==> src/rtl/spi_master_pkg.sv <==
package spi_master_pkg;
  // word indices (byte offset / 4)
  localparam logic [2:0] WIDX_RX   = 3'd0;
  localparam logic [2:0] WIDX_TX   = 3'd1;
  localparam logic [2:0] WIDX_STAT = 3'd2;
  localparam logic [2:0] WIDX_CTRL = 3'd3;
  localparam logic [2:0] WIDX_SEL  = 3'd5;

  // status / control bit positions
  localparam int B_ROE   = 3;
  localparam int B_TOE   = 4;
  localparam int B_TMT   = 5;
  localparam int B_TRDY  = 6;
  localparam int B_RRDY  = 7;
  localparam int B_ERR   = 8;
  localparam int B_FORCE = 10;

  localparam logic [31:0] IRQ_MASK  = (32'd1 << B_ROE) | (32'd1 << B_TOE) |
                                      (32'd1 << B_TRDY) | (32'd1 << B_RRDY) |
                                      (32'd1 << B_ERR);
  localparam logic [31:0] CTRL_MASK = IRQ_MASK | (32'd1 << B_FORCE);
endpackage

==> src/rtl/spi_shift_engine.sv <==
module spi_shift_engine #(
  parameter int FRAME_W  = 8,
  parameter int HALF_DIV = 2
) (
  input  logic               clk,
  input  logic               rst,
  input  logic               start,
  input  logic [FRAME_W-1:0] start_data,
  input  logic               miso,
  output logic               busy,
  output logic               done,
  output logic [FRAME_W-1:0] rx_byte,
  output logic               sclk,
  output logic               mosi
);
  localparam int CNT_W = $clog2(HALF_DIV + 1);
  localparam int BIT_W = $clog2(FRAME_W);

  logic [FRAME_W-1:0] tx_sh, rx_sh;
  logic [CNT_W-1:0]   cnt;
  logic [BIT_W-1:0]   bit_cnt;

  assign mosi = tx_sh[FRAME_W-1];

  always_ff @(posedge clk) begin
    if (rst) begin
      busy    <= 1'b0;
      done    <= 1'b0;
      sclk    <= 1'b0;
      tx_sh   <= '0;
      rx_sh   <= '0;
      rx_byte <= '0;
      cnt     <= '0;
      bit_cnt <= '0;
    end else begin
      done <= 1'b0;
      if (!busy) begin
        if (start) begin
          busy    <= 1'b1;
          tx_sh   <= start_data;
          cnt     <= '0;
          bit_cnt <= '0;
          sclk    <= 1'b0;
        end
      end else if (cnt == CNT_W'(HALF_DIV - 1)) begin
        cnt <= '0;
        if (!sclk) begin
          sclk  <= 1'b1;
          rx_sh <= {rx_sh[FRAME_W-2:0], miso};
        end else begin
          sclk <= 1'b0;
          if (bit_cnt == BIT_W'(FRAME_W - 1)) begin
            busy    <= 1'b0;
            done    <= 1'b1;
            rx_byte <= rx_sh;
          end else begin
            bit_cnt <= bit_cnt + 1'b1;
            tx_sh   <= {tx_sh[FRAME_W-2:0], 1'b0};
          end
        end
      end else begin
        cnt <= cnt + 1'b1;
      end
    end
  end

  // mode 0: data out must not move at a rising clock edge
  assert_mosi_stable_R2: assert property (@(posedge clk) disable iff (rst)
    $rose(sclk) |-> $stable(mosi));
endmodule

==> src/rtl/spi_reg_bank.sv <==
module spi_reg_bank
  import spi_master_pkg::*;
#(
  parameter int NSLAVES = 32,
  parameter int FRAME_W = 8
) (
  input  logic               clk,
  input  logic               rst,
  input  logic [4:0]         reg_addr,
  input  logic               reg_wr,
  input  logic               reg_rd,
  input  logic [31:0]        reg_wdata,
  output logic [31:0]        reg_rdata,
  input  logic               eng_busy,
  input  logic               eng_done,
  input  logic [FRAME_W-1:0] eng_rx,
  output logic               tx_start,
  output logic [FRAME_W-1:0] tx_byte,
  output logic [NSLAVES-1:0] sel_mask,
  output logic               force_sel,
  output logic               irq
);
  logic [2:0]         widx;
  logic               tx_full, rrdy, roe, toe;
  logic [FRAME_W-1:0] tx_hold, rx_hold;
  logic [31:0]        ctrl_q, status_w;
  logic [NSLAVES-1:0] sel_q;
  logic               wr_tx, wr_stat, wr_ctrl, wr_sel, rd_rx;
  logic               drop_tx, lose_rx;

  assign widx    = reg_addr[4:2];
  assign wr_tx   = reg_wr && (widx == WIDX_TX);
  assign wr_stat = reg_wr && (widx == WIDX_STAT);
  assign wr_ctrl = reg_wr && (widx == WIDX_CTRL);
  assign wr_sel  = reg_wr && (widx == WIDX_SEL);
  assign rd_rx   = reg_rd && (widx == WIDX_RX);
  assign drop_tx = wr_tx && tx_full;
  assign lose_rx = eng_done && rrdy && !rd_rx;

  assign tx_start  = tx_full && !eng_busy;
  assign tx_byte   = tx_hold;
  assign sel_mask  = sel_q;
  assign force_sel = ctrl_q[B_FORCE];

  always_comb begin
    status_w         = '0;
    status_w[B_ROE]  = roe;
    status_w[B_TOE]  = toe;
    status_w[B_TMT]  = !tx_full && !eng_busy;
    status_w[B_TRDY] = !tx_full;
    status_w[B_RRDY] = rrdy;
    status_w[B_ERR]  = roe | toe;
  end

  always_ff @(posedge clk) begin
    if (rst) begin
      tx_full   <= 1'b0;
      tx_hold   <= '0;
      rx_hold   <= '0;
      rrdy      <= 1'b0;
      roe       <= 1'b0;
      toe       <= 1'b0;
      ctrl_q    <= '0;
      sel_q     <= '0;
      reg_rdata <= '0;
      irq       <= 1'b0;
    end else begin
      if (tx_start) tx_full <= 1'b0;
      if (wr_tx && !tx_full) begin
        tx_full <= 1'b1;
        tx_hold <= reg_wdata[FRAME_W-1:0];
      end

      if (eng_done) begin
        rx_hold <= eng_rx;
        rrdy    <= 1'b1;
      end else if (rd_rx) begin
        rrdy <= 1'b0;
      end

      if (lose_rx)      roe <= 1'b1;
      else if (wr_stat) roe <= 1'b0;
      if (drop_tx)      toe <= 1'b1;
      else if (wr_stat) toe <= 1'b0;

      if (wr_ctrl) ctrl_q <= reg_wdata & CTRL_MASK;
      if (wr_sel)  sel_q  <= reg_wdata[NSLAVES-1:0];

      if (reg_rd) begin
        case (widx)
          WIDX_RX:   reg_rdata <= 32'(rx_hold);
          WIDX_STAT: reg_rdata <= status_w;
          WIDX_CTRL: reg_rdata <= ctrl_q;
          WIDX_SEL:  reg_rdata <= 32'(sel_q);
          default:   reg_rdata <= '0;
        endcase
      end

      irq <= |(status_w & ctrl_q & IRQ_MASK);
    end
  end

  assert_toe_on_drop_R6: assert property (@(posedge clk) disable iff (rst)
    wr_tx && tx_full |=> toe);
  assert_roe_on_loss_R4: assert property (@(posedge clk) disable iff (rst)
    eng_done && rrdy && !rd_rx |=> roe);
  assert_read_meets_done_R12: assert property (@(posedge clk) disable iff (rst)
    eng_done && rd_rx |=> rrdy && (roe == $past(roe)));
  assert_stat_clear_R7: assert property (@(posedge clk) disable iff (rst)
    wr_stat && !lose_rx && !drop_tx |=> !roe && !toe);
endmodule

==> src/rtl/spi_byte_master.sv <==
module spi_byte_master #(
  parameter int NSLAVES  = 32,
  parameter int FRAME_W  = 8,
  parameter int HALF_DIV = 2
) (
  input  logic               clk,
  input  logic               rst,
  input  logic [4:0]         reg_addr,
  input  logic               reg_wr,
  input  logic               reg_rd,
  input  logic [31:0]        reg_wdata,
  output logic [31:0]        reg_rdata,
  output logic               irq,
  output logic               sclk,
  output logic               mosi,
  input  logic               miso,
  output logic [NSLAVES-1:0] ss_n
);
  logic               eng_busy, eng_done, tx_start, force_sel;
  logic [FRAME_W-1:0] eng_rx, tx_byte;
  logic [NSLAVES-1:0] sel_mask;

  spi_reg_bank #(.NSLAVES(NSLAVES), .FRAME_W(FRAME_W)) u_regs (
    .clk(clk), .rst(rst), .reg_addr(reg_addr), .reg_wr(reg_wr), .reg_rd(reg_rd),
    .reg_wdata(reg_wdata), .reg_rdata(reg_rdata), .eng_busy(eng_busy),
    .eng_done(eng_done), .eng_rx(eng_rx), .tx_start(tx_start), .tx_byte(tx_byte),
    .sel_mask(sel_mask), .force_sel(force_sel), .irq(irq)
  );

  spi_shift_engine #(.FRAME_W(FRAME_W), .HALF_DIV(HALF_DIV)) u_eng (
    .clk(clk), .rst(rst), .start(tx_start), .start_data(tx_byte), .miso(miso),
    .busy(eng_busy), .done(eng_done), .rx_byte(eng_rx), .sclk(sclk), .mosi(mosi)
  );

  always_ff @(posedge clk) begin
    if (rst) ss_n <= '1;
    else     ss_n <= ~(sel_mask & {NSLAVES{eng_busy | force_sel}});
  end

  assert_ss_gated_R5: assert property (@(posedge clk) disable iff (rst)
    (ss_n != '1) |-> ($past(eng_busy) || $past(force_sel)));
endmodule

==> config.mk <==
export PLATFORM = sky130hd
export DESIGN_NAME = spi_byte_master
export DESIGN_NICKNAME = d
export VERILOG_FILES = /design/src/rtl/spi_master_pkg.sv /design/src/rtl/spi_shift_engine.sv /design/src/rtl/spi_reg_bank.sv /design/src/rtl/spi_byte_master.sv
export SDC_FILE = /design/constraint.sdc
export NUM_CORES = 1
export LEC_CHECK = 0
export ABC_CLOCK_PERIOD_IN_PS = 2100
export CORE_MARGIN = 3
export CORE_UTILIZATION = 40
export DETAILED_ROUTE_END_ITERATION = 10
export GPL_TIMING_DRIVEN = 0
export HOLD_SLACK_MARGIN = 0.03
export PLACE_DENSITY = 0.64
export SLEW_MARGIN = 20
export SYNTH_ARGS = -nofsm -noshare
export SYNTH_HDL_FRONTEND = slang
export SYNTH_SLANG_ARGS = --single-unit
==> constraint.sdc <==
create_clock -name clk -period 2.1 [get_ports clk]
set_clock_uncertainty 0.15 [all_clocks]
set_input_delay 0.315 -clock clk [delete_from_list [all_inputs] [get_ports clk]]
set_output_delay 0.315 -clock clk [all_outputs]
set_load 0.03 [all_outputs]
; ---- Yosys cells after proc, flatten, opt, wreduce, memory -nomap -nowiden
; Index checks and enable logic that the tools add are counted.
[word_totals]
regBits = 155
output_inout_bits = 67
[classes]
n_addsub = 2
eq_ne = 9
muxes = 30
bitwise_logic = 8
n_reduce_logical = 26
[op_table]
columns = operator, count
row1 = $pmux W32 S4, 1
row2 = $mux W8, 5
row3 = $and A32 B32 Y32, 1
row4 = $not A32 Y32, 1
row5 = $mux W1, 16
row6 = $mux W3, 5
row7 = $logic_and A1 B1 Y1, 11
row8 = $reduce_bool A2 Y1, 5
row9 = $and A9 B9 Y9, 1
row10 = $reduce_and A4 Y1, 2
row11 = $eq A3 B2 Y1 const B, 2
row12 = $eq A3 B3 Y1 const B, 2
row13 = $mux W2, 3
row14 = $ne A2 B2 Y1 const B, 3
row15 = $reduce_or A5 Y1, 1
row16 = $reduce_or A4 Y1, 1
row17 = $add A3 B1 Y3 const B, 1
row18 = $eq A3 B1 Y1 const B, 1
row19 = $logic_not A1 Y1, 3
row20 = $logic_not A3 Y1, 1
row21 = $not A1 Y1, 3
row22 = $reduce_and A3 Y1, 1
row23 = $add A2 B1 Y2 const B, 1
row24 = $eq A2 B1 Y1 const B, 1
row25 = 2 further kinds, 3

; ---- Depth between registers and ports, before layout
[logic_depth]
depth_word = 5
mapped_depth = 8
ltp_nobuf = 5

; ---- By module
; From an unflattened synthesis, not the netlist that was laid out.
[hier_totals]
hier_cells = 626
area_unflattened_um2 = 5689.2
[by_module_without_submodules]
columns = mod, n_inst, cells_per_inst, area_per_inst_um2
row1 = spi_reg_bank, 1, 413, 3583.4
row2 = spi_shift_engine, 1, 145, 1295.0
row3 = spi_byte_master, 1, 68, 810.8

; ---- Worst setup path after synthesis
; No wires, ideal clock.
[synth_path]
path_kind = flip-flop to flip-flop
from = register u_eng.bit_cnt[0]
to = register u_eng.rx_byte[1]
setup_ns = 0.132
t_arrival_ns = 1.342
t_required_ns = 1.818
slack_ns = 0.476
stages_incl_launch_ff = 7
n_path_buf = 1
cell_sequence = dfxtp_1 > ha_1 > ha_1 > clkbuf_1 > nand2_1 > nand2_1 > a21oi_1
[synth_via]
elab_chain_len = 2
[synth_rtl]
columns = element, line
row1 = from (decl), spi_shift_engine.sv:21  ; logic [BIT_W-1:0] bit_cnt;
row2 = from (signal assigned), spi_shift_engine.sv:57  ; bit_cnt <= bit_cnt + 1'b1;
row3 = $eq A3 B3 Y1, spi_shift_engine.sv:52  ; if (bit_cnt == BIT_W'(FRAME_W - 1)) begin
row4 = $reduce_and A4 Y1 (no source line), -
row5 = to (signal assigned), spi_shift_engine.sv:55  ; rx_byte <= rx_sh;
row6 = to (decl), spi_shift_engine.sv:12  ; output logic [FRAME_W-1:0] rx_byte,
; Every way passes these cells.
; A chain may end at the register's enable or synchronous reset.

; ---- Final worst setup path
[layout_path]
from = register u_eng.sclk
to = output port sclk
[layout_rtl]
columns = element, line
row1 = from (decl), spi_shift_engine.sv:13  ; output logic sclk,
row2 = from (signal assigned), spi_shift_engine.sv:29  ; sclk <= 1'b0;
row3 = from (signal assigned), spi_shift_engine.sv:43  ; sclk <= 1'b0;
row4 = from (signal assigned), spi_shift_engine.sv:48  ; sclk <= 1'b1;
row5 = to (decl), spi_byte_master.sv:14  ; output logic sclk,
; No word-level cell between the ends.

==> impl_metrics.csv <==
group,metric,value,unit
clock_tree,cts-root-buf,"clkbuf_16",
detailed_routing,drt_iter0_drc,321,
sta,min_period,2.04,ns
sta,whs,0.245,ns
sta,period_share,97.0,%
floorplanning,die_w,124,um
sta,setup_slack,0.0621,ns
worst_setup_path,critPathRequiredTime,1.63,ns
worst_setup_path,arrival,1.57,ns
power_and_ir_drop,vdd_ir_drop_max,580,uV
worst_setup_path,critPathLaunchType,"flop",
global_routing,grt_util_met1,24.6,%
sta,tightest_slew,0.661,ns
power_and_ir_drop,p_leak,2.72,nW
synth,synthTopCellsByArea,"dfxtp_1 (56%), nand2_1 (8.8%), a21oi_1 (7.3%)",
placed_design,dp_hpwl,10200,um
detailed_routing,wirelength,14000,um
detailed_routing,vias_per_cell,5.00,
sta,timing.final.max_slew_violations,0,
global_routing,antenna_found_initial,0,
final_layout,diodes,0,
sta,fin_tns_setup,0,ns
sta,final-hold-violation-count,0,
clock_tree,cts_setup_buffers,0,
floorplanning,die_area,0.0153,mm2
final_layout,fin_area,0.00749,mm2
floorplanning,fp-row-count,42,
final_layout,fill_cells,1179,
power_and_ir_drop,pwr_density_cell,888,mW/mm2
global_routing,grt_max_degree,17,
clock_tree,clkLatencyLatePin,0.42,ns
floorplanning,core,0.0134,mm2
detailed_routing,num_vias,4624,
clock_tree,htreeDepth,4,
worst_setup_path,setup.worst_path.end_class,"output pin",
floorplanning,initial_core_util,41.4,%
clock_tree,cts.clk_slew.worst_paths,0.06,ns
placed_design,dp_slack,-0.352,ns
worst_setup_path,worstPathCellList,"clkdlybuf4s50_1",
power_and_ir_drop,p_total,0.00665,W
worst_setup_path,crit_family,"buffers and inverters",
final_layout,final_net_count,781,
worst_setup_path,crit_buf_inv,1,
sta,relSlewSlack,56.0,%
synth,yosys.area.top_type_share,55.9,%
clock_tree,cts_buffers,17,
worst_setup_path,cp_slowest_stage_delay,0.72,ns
synth,syn_nets,656,
detailed_routing,drc,0,
synth,syn_avg_cell_area,9.09,um2
worst_hold_path,min_path_type,"reg2reg",
detailed_routing,firstDrtPassIters,6,
synth,synth_cell_types,40,
synth,yosys.area.top_type,"dfxtp_1",
synth,yosysWarnings,0,
clock_tree,clk_path_buf_depth,2,
floorplanning,chipHeight,124,um
run,cap_violations,0,
global_routing,grt_first_pass_wirelength,21900,um
global_routing,grt_busiest_layer,"met2",
global_routing,grt_usage,18.7,%
global_routing,grt_use_met3,4.13,%
synth,yosysSeqAreaShare,55.9,%
clock_tree,clock_sinks,155,
sta,max_freq,0.491,GHz
detailed_routing,antenna_left,0,
final_layout,area_delta_synth_final,35.0,%
synth,syn_inst,611,
clock_tree,cts_tree,"built",
synth,ys_seq_elements,155,
worst_setup_path,crit_fanout,6,
synth,syn_area,0.00555,mm2
placed_design,port_buffers,105,
floorplanning,ios,109,
global_routing,grt_pass1_vias,4318,
global_routing,use_met2,29.9,%
worst_setup_path,cp_slowest_cell,"clkdlybuf4s50_1",
detailed_routing,wl_per_cell,15.1,um
placed_design,place_congestion,0.888,
global_routing,grt_overflow,0,
placed_design,dpl-instance-area,0.00682,mm2
sta,setup_violations,0,
final_layout,drive_gt1_share,7.88,%
worst_setup_path,critPathKind,"reg2out",
run_status,outcome,"completed",
per-layer routing:
layer	up-vias	part of all wire (%)
met2	109	48
met3	20	4.7
li1	2299	-
met1	2196	46
met5	-	0
met4	0	1.7
layout make-up:
cell class,count,area (um2),area share (%)
Clock inverter,12,220,2.94
Buffer,40,224,2.99
Multi-Input combinational cell,411,2210,29.5
Tap cell,176,220,2.94
Clock buffer,20,437,5.83
Sequential cell,155,3100,41.4
Timing Repair Buffer,106,1060,14.2
Inverter,5,18.8,0.251
cells in the final DEF (no fill, tap or decap), types with 9 or more instances in the layout:
cell	netlist	routed
buf_2	9	9
mux2i_1	30	30
o21ai_0	10	10
nor2_1	66	66
clkbuf_16	0	17
a21oi_1	81	81
nand3_1	10	10
nand2_1	130	130
clkbuf_1	21	22
clkdlybuf4s50_1	0	105
dfxtp_1	155	155
nor2b_1	27	27
through the flow:
stage	utilization (%)	std cells
after floorplan	-	611
after global placement	50.9	892
after detailed placement	50.9	892
after CTS	55.9	925
after global routing	55.9	925
final	55.9	925
cells in the mapped netlist:
library cell / number
dfxtp_1: 155
nand2_1: 130
a21oi_1: 81
nor2_1: 66
mux2i_1: 30
nor2b_1: 27
clkbuf_1: 21
nand3_1: 10
o21ai_0: 10
buf_2: 9
a211oi_1: 8
a22o_1: 7
buf_6: 6
a222oi_1: 5
inv_1: 5
mux2_2: 5
buf_4: 4
nor3_1: 4
and2_1: 3
ha_1: 3
nand2b_1: 3
a2111oi_0: 1
a21boi_0: 1
a21o_1: 1
a22oi_1: 1
a32oi_1: 1
and2_4: 1
and2b_1: 1
and3_1: 1
and3b_1: 1
and4b_1: 1
nand3b_1: 1
nand4b_1: 1
nand4b_2: 1
nor3_2: 1
nor3b_1: 1
o22ai_4: 1
o2bb2a_1: 1
or3_1: 1
xor2_1: 1
power breakdown:
| part | internal [W] | leakage (nW) | switching, W | total, W |
|---|---|---|---|---|
| sequential | 0.00297 | 1.25 | 0.0000182 | 0.00299 |
| clock | 0.00222 | 0.318 | 0.00115 | 0.00338 |
| combinational | 0.000126 | 1.15 | 0.000162 | 0.000288 |
worst paths after layout:
path	from	endpoint	slack, ns	depth (start not counted)
worst max-delay path	u_eng.sclk	sclk	0.06	1
worst min-delay path	u_regs.sel_mask[22]	ss_n[22]	0.25	1
worst max register to register	u_eng.bit_cnt[0]	u_eng.rx_byte[5]	0.22	6
worst min register to register	u_regs.sel_mask[22]	ss_n[22]	0.25	1
cells by family after synthesis:
logic type	after synthesis	synth area share, %
DFF	155	55.9
muxes	35	6.42
buffers and inverters	45	4.33
xor gates and xnor gates	1	0.158
and+or+nand+nor	254	20.0
adders and majority gates	3	0.676
AOI/OAI and AO/OA	118	12.6
registers in the layout (all words and copies together) (netlist names):
signal,cells
u_regs.irq,1
u_eng.sclk,1
u_regs.rrdy,1
u_eng.busy,1
u_regs.rx_hold,8
u_eng.cnt,2
ss_n,32
u_regs.tx_full,1
u_eng.tx_sh,8
u_regs.reg_rdata,32
u_eng.rx_byte,8
u_eng.done,1
u_regs.ctrl_q,6
u_eng.rx_sh,8
u_regs.toe,1
u_regs.tx_byte,8
u_eng.bit_cnt,3
u_regs.roe,1
u_regs.sel_mask,32
what timing repair did:
action	in CTS	in global routing
endpoints found under the setup margin	0	8
resized for setup	0	4
hold buffers	1	0
endpoints found under the hold margin	1	0
Note: power is estimated with default switching activity, not from simulation.
